--- config.mk ---
export PLATFORM = sky130hd
export DESIGN_NAME = pmio_window_dec
export DESIGN_NICKNAME = d
export VERILOG_FILES = /design/src/rtl/pmio_window_dec.sv
export SDC_FILE = /design/constraint.sdc
export NUM_CORES = 1
export LEC_CHECK = 0
export BUFFER_PORTS_ARGS = -buffer_cell sky130_fd_sc_hd__buf_4
export CAP_MARGIN = 40
export CORE_MARGIN = 2
export CORE_UTILIZATION = 40
export CTS_CLUSTER_DIAMETER = 40
export DETAILED_ROUTE_END_ITERATION = 7
export PLACE_DENSITY = 0.72
export SLEW_MARGIN = 30
export SYNTH_ARGS = -nofsm -noshare
export SYNTH_HDL_FRONTEND = slang
export SYNTH_SLANG_ARGS = --single-unit
export TNS_END_PERCENT = 50
--- constraint.sdc ---
create_clock -name clk -period 2.2 [get_ports clk]
set_input_delay 0.44 -clock clk [delete_from_list [all_inputs] [get_ports clk]]
set_output_delay 0.44 -clock clk [all_outputs]
set_load 0.02 [all_outputs]
--- src/rtl/pmio_window_dec.sv ---
module pmio_window_dec #(
  parameter int          IO_AW       = 16,
  parameter int          PM_LOG2     = 7,
  parameter int          SMB_LOG2    = 4,
  parameter logic [15:0] VENDOR_ID   = 16'hA5C0,
  parameter logic [15:0] DEVICE_ID   = 16'h0571,
  parameter logic [7:0]  REV_ID      = 8'h40,
  parameter logic [23:0] CLASS_CODE  = 24'h068000,
  parameter logic [5:0]  PM_EN_DW    = 6'h10,
  parameter logic [5:0]  PM_BASE_DW  = 6'h12,
  parameter logic [5:0]  SMB_BASE_DW = 6'h24,
  parameter logic [5:0]  SMB_EN_DW   = 6'h34
) (
  input  logic                clk,
  input  logic                rst_n,
  input  logic                cfg_we,
  input  logic [5:0]          cfg_dw,
  input  logic [3:0]          cfg_be,
  input  logic [31:0]         cfg_wdata,
  output logic [31:0]         cfg_rdata,
  input  logic [IO_AW-1:0]    io_addr,
  input  logic                io_wide,
  output logic                pm_hit,
  output logic [PM_LOG2-1:0]  pm_off,
  output logic                smb_hit,
  output logic [SMB_LOG2-1:0] smb_off
);
  localparam int PM_BW  = IO_AW - PM_LOG2;
  localparam int SMB_BW = IO_AW - SMB_LOG2;

  logic [PM_BW-1:0]  pm_base;
  logic [SMB_BW-1:0] smb_base;
  logic [7:0]        pm_ctl;
  logic [3:0]        smb_ctl;
  logic [31:0]       wr_merged;
  logic              pm_match, smb_match;
  logic              unused_bits;

  always_comb begin
    cfg_rdata = '0;
    case (cfg_dw)
      6'h00:       cfg_rdata = {DEVICE_ID, VENDOR_ID};
      6'h02:       cfg_rdata = {CLASS_CODE, REV_ID};
      PM_EN_DW:    cfg_rdata[15:8] = pm_ctl;
      PM_BASE_DW:  begin cfg_rdata[IO_AW-1:PM_LOG2] = pm_base; cfg_rdata[0] = 1'b1; end
      SMB_BASE_DW: begin cfg_rdata[IO_AW-1:SMB_LOG2] = smb_base; cfg_rdata[0] = 1'b1; end
      SMB_EN_DW:   cfg_rdata[19:16] = smb_ctl;
      default:     cfg_rdata = '0;
    endcase
  end

  for (genvar b = 0; b < 4; b++) begin : g_lane
    assign wr_merged[8*b +: 8] = cfg_be[b] ? cfg_wdata[8*b +: 8] : cfg_rdata[8*b +: 8];
  end
  assign unused_bits = ^wr_merged;

  always_ff @(posedge clk or negedge rst_n) begin
    if (!rst_n) begin
      pm_base  <= '0;
      smb_base <= '0;
      pm_ctl   <= '0;
      smb_ctl  <= '0;
    end else if (cfg_we) begin
      if (cfg_dw == PM_BASE_DW)  pm_base  <= wr_merged[IO_AW-1:PM_LOG2];
      if (cfg_dw == SMB_BASE_DW) smb_base <= wr_merged[IO_AW-1:SMB_LOG2];
      if (cfg_dw == PM_EN_DW)    pm_ctl   <= wr_merged[15:8];
      if (cfg_dw == SMB_EN_DW)   smb_ctl  <= wr_merged[19:16];
    end
  end

  assign pm_match  = pm_ctl[7] && !io_wide && (io_addr[IO_AW-1:PM_LOG2] == pm_base);
  assign smb_match = smb_ctl[0] && (io_addr[IO_AW-1:SMB_LOG2] == smb_base);
  assign pm_hit    = pm_match;
  assign smb_hit   = smb_match && !pm_match;
  assign pm_off    = io_addr[PM_LOG2-1:0];
  assign smb_off   = io_addr[SMB_LOG2-1:0];
endmodule

* Word-level counts from Yosys, hierarchy flattened
Cells that the tools add are included.
** Word-level totals
- Flip-flop bits (word level) :: 33
- Input bits :: 62
- Output and inout port bits :: 45
- Word-level logic and storage cells :: 33
** Cells by class
- Equality and inequality tests :: 7
- Mux-type cells :: 9
- Reduce and logical (&&, ||, !) cells :: 13
** Operators by type and width (count)
- case mux 8 bit (4 select lines) :: 1
- 2-to-1 mux 8 bit :: 2
- case mux 7 bit (2 select lines) :: 1
- equality test 12 bit :: 1
- equality test 6 x 5 -> 1 bit, second input constant :: 2
- equality test 6 bit, second input constant :: 2
- equality test 9 bit :: 1
- case mux 4 bit (2 select lines) :: 1
- AND reduction 2 bit :: 4
- equality test 6 x 2 -> 1 bit, second input constant :: 1
- logical NOT 6 bit :: 1
- case mux 3 bit (2 select lines) :: 1
- logical AND 1 bit :: 4
- 2-to-1 mux 4 bit :: 1
- OR reduction 2 bit :: 2
- case mux 1 bit (3 select lines) :: 1
- logical NOT 1 bit :: 2
- 2-to-1 mux 1 bit :: 1

* Depth between registers and ports, before layout
- Word-level depth :: 5
- Gate-level depth with buffers :: 7
- Depth with buffers taken out :: 4

* Worst setup path before layout
OpenSTA, ideal clock, no wires.
- Kind :: input -> output
- Start point :: input port cfg_dw[2]
- End point :: output port cfg_rdata[25]
- Data arrival time :: 1945 ps
- Data required time :: 1760 ps
- Slack :: -185 ps
- Stages on the path :: 4
- Buffers on the path :: 1
- Path through :: or3_1 > nor3_1 > and2_1 > buf_4
** Between the ends
- Word-level cells in the longest chain between the ends :: 2
- Elaborated cells between the ends (all ways) :: 3
- Those cells by class :: 1 x eq/ne; 1 x mux; 1 x reduce/logical
** RTL lines
- from (decl) :: RTL line 17 : input logic [5:0] cfg_dw,
- equality test 6 x 2 -> 1 bit or logical NOT 6 bit (tied branches) :: RTL line 41 : case (cfg_dw)
- case mux 7 bit (2 select lines) (*) :: RTL line 41
- to (decl) :: RTL line 20 : output logic [31:0] cfg_rdata,
Every way passes the cells marked *; elsewhere a longest branch is shown, timed or not.

* Worst setup path in the final report
- Start point :: register pm_base[4]
- End point :: output port smb_hit
** Between the ends
- Word-level cells in the longest chain between the ends :: 4
** RTL lines
- from (decl) :: RTL line 31 : logic [PM_BW-1:0] pm_base;
- from (signal assigned) :: RTL line 64 : if (cfg_dw == PM_BASE_DW) pm_base <= wr_merged[IO_AW-1:PM_LOG2];
- equality test 9 bit :: RTL line 71 : assign pm_match = pm_ctl[7] && !io_wide && (io_addr[IO_AW-1:PM_LOG2] == pm_base);
- logical AND 1 bit :: RTL line 71
- logical NOT 1 bit :: RTL line 74 : assign smb_hit = smb_match && !pm_match;
- logical AND 1 bit :: RTL line 74
- to (decl) :: RTL line 25 : output logic smb_hit,
No other way between the ends.

==> impl_metrics.json <==
{
  "wl_met2_um": 2848,
  "portBuffers": 69,
  "fin_crit_sh_pct": 97.98,
  "grt_antenna_before_repair": 0,
  "wirelength_um": 5785,
  "vias": 1970,
  "dp.cells": 355,
  "yosysMostFrequentCell": "dfrtp_1",
  "yosysSeqAreaShare_pct": 37.35,
  "ys_ff_latch": 33,
  "dp_hpwl_um": 4531,
  "leakagePower_nw": 1.425,
  "clock.fmax_mhz": 463.9,
  "timing.critical_path.from": "pm_base[4]",
  "grt_max_degree": 34,
  "synthTopCellsByCount": "dfrtp_1, buf_4, mux2_2, xnor2_1, nor2_1",
  "synth_enable_flop_cells": 0,
  "synthCells": 226,
  "met3_length_um": 492,
  "hold_ws_ps": 88.37,
  "cp.arrival_ps": 1720,
  "finalNonFillerCells": 364,
  "grt-ovfl-total": 0,
  "wire_per_inst_um": 15.89,
  "status": "finished, final reports clean",
  "fin_util_pct": 52.92,
  "clockBufferDepth": 2,
  "worst_setup_path_start_kind": "register",
  "r2r_setup_slack_ps": 780,
  "fillers": 523,
  "ys_warn_count": 0,
  "clock_latency_ps": 290,
  "multi_input_area_mm2": 0.001212,
  "drive_above_1_share_pct": 40.75,
  "ios": 107,
  "maxCapViolations": 0,
  "htree_levels": 2,
  "grt_pass1_wl_um": 9301,
  "synthFlopType": "dfrtp_1",
  "synthArstFlopShare_pct": 100.0,
  "die_w_um": 78.35,
  "worst-setup-path-type": "reg2out",
  "clk_pin_slew_ps": 70,
  "final_hold_viol_count": 0,
  "setup_viol": 0,
  "rows": 27,
  "avgSynthCellArea_um2": 9.783,
  "grt_util_all_layers_pct": 19.73,
  "antenna_left": 0,
  "pwr_density_cell_mw_per_mm2": 526.8,
  "tns_ps": 0,
  "start_util_pct": 40.90,
  "required_ps": 1760,
  "postCtsHoldBufs": 0,
  "fin_nets": 353,
  "cts_tree": "done",
  "cp_max_fo": 3,
  "cts_sinks": 33,
  "grt_pass1_vias": 1964,
  "core_area_mm2": 0.005405,
  "synth_top_area_share_pct": 37.35,
  "reg2reg_from": "pm_ctl[7]",
  "n_antenna_cell": 0,
  "cts_made_buffers": 5,
  "firstDrtPassIters": 4,
  "ff2ff_path_depth": 3,
  "finClkSkew_ps": 7.510,
  "regArea_um2": 825.8,
  "drt-met1-wl_um": 2357,
  "ir_worst_vdd_mv": 0.2156,
  "end_kind": "output pin",
  "clock-root-buffer": "clkbuf_8",
  "synth_area_mm2": 0.002211,
  "ys_top_cells_by_area": "dfrtp_1, buf_4, mux2_2",
  "finalCriticalPeriod_ps": 2156,
  "top_layer_used": "met4",
  "maxSlewViolCount": 0,
  "place_congestion": 0.8885,
  "avgViaCountPerCell": 5.412,
  "rsz0062_at_grt": "no",
  "first_iter_violations": 97,
  "synth_top_area_cell": "dfrtp_1",
  "die_h_um": 78.35,
  "min_path_type": "in2async",
  "remaining_drc_errors": 0,
  "area_growth_pct": 29.37,
  "die_area_mm2": 0.006138,
  "ys_types": 44
}
## report_power, final
part	leakage [nW]	switching, mW	internal (mW)	total [mW]
clock network	0.0450	0.233	0.219	0.452
registers	0.444	0.0560	0.671	0.727
logic	0.935	0.156	0.171	0.327
## state kept, by name, summed over array words and instances (netlist names)
| name | count |
|---|---|
| pm_base | 9 |
| pm_ctl | 8 |
| smb_base | 12 |
| smb_ctl | 4 |
## cells by family (layout without fill, tap and decap cells)
family / after synthesis / in the layout / synth area share (%)
multiplexers: 18 / 18 / 8.942
flip-flops: 33 / 33 / 37.35
AO/OA/AOI/OAI: 41 / 41 / 15.34
other: 1 / 8 / 0.1696
buffers and inverters: 37 / 96 / 10.64
AND/OR/NAND/NOR: 75 / 75 / 19.24
XOR/XNOR: 21 / 21 / 8.319
## final timing paths
path,endpoint
max in group asynchronous,smb_base[3]
setup reg to reg,smb_base[11]
hold reg to reg,pm_ctl[3]
setup / recovery,smb_hit
hold / removal,pm_base[7]
min in group clk,smb_base[1]
## cell usage in the layout (no fill, tap or decap), types with 2 or more instances in the layout
cell type and count:
nand4_1 3, or2_2 2, a211o_1 2, mux2_2 14, nor3_2 3, inv_1 3, a22o_1 3, nor3_1 6
clkinv_2 2, clkbuf_8 5, o32a_1 4, a21o_1 4, o22a_1 6, xnor2_1 13, nand2b_1 3, nand2_1 10
conb_1 8, xor2_1 8, a211oi_1 4, o21ai_0 2, or3_1 3, o31ai_1 6, nor2_1 12, nand3_1 11
dfrtp_1 33, a31oi_1 2, and2_1 5, and3_1 7, buf_4 85, mux2i_1 4, o41ai_1 2
## area by class of cell
cell class	instances	area share (%)
multi-input cells	163	42.39
repair buffers	85	22.31
flip-flops and latches	33	28.87
clock buffers	6	2.537
inverters	3	0.3937
well taps	72	3.150
clock inverters	2	0.3500
## worst max-delay path: stages, from the launching register on
cell and delay [ps]:
dfrtp_1 410, xnor2_1 230, nand4_1 120, nor3_1 410, nor3_2 90, buf_4 170
## through the flow
stage	instance area, um^2	setup WS (ps)	total power [mW]
final	2860	44.36	1.507
after global routing	2860	6.819	1.577
after CTS	2835	21.12	1.509
after detailed placement	2745	-23.13	1.061
after global placement	2745	-9.322	1.053
after floorplan	2248	18.12	0.9503
## layer usage
layer  vias up  track usage (%)
li1        925                -
met1       957            23.50
met2        77            34.40
met3        11            6.207
met4         0            5.263
met5         -                0
## what timing repair did
| action | 4_1_cts | 5_1_grt |
|---|---|---|
| resized for setup | 2 | 4 |
| setup endpoints to repair | 4 | 6 |
| pin swaps | 0 | 1 |
| setup buffers | 0 | 1 |
(Power assumes the default switching activity.)
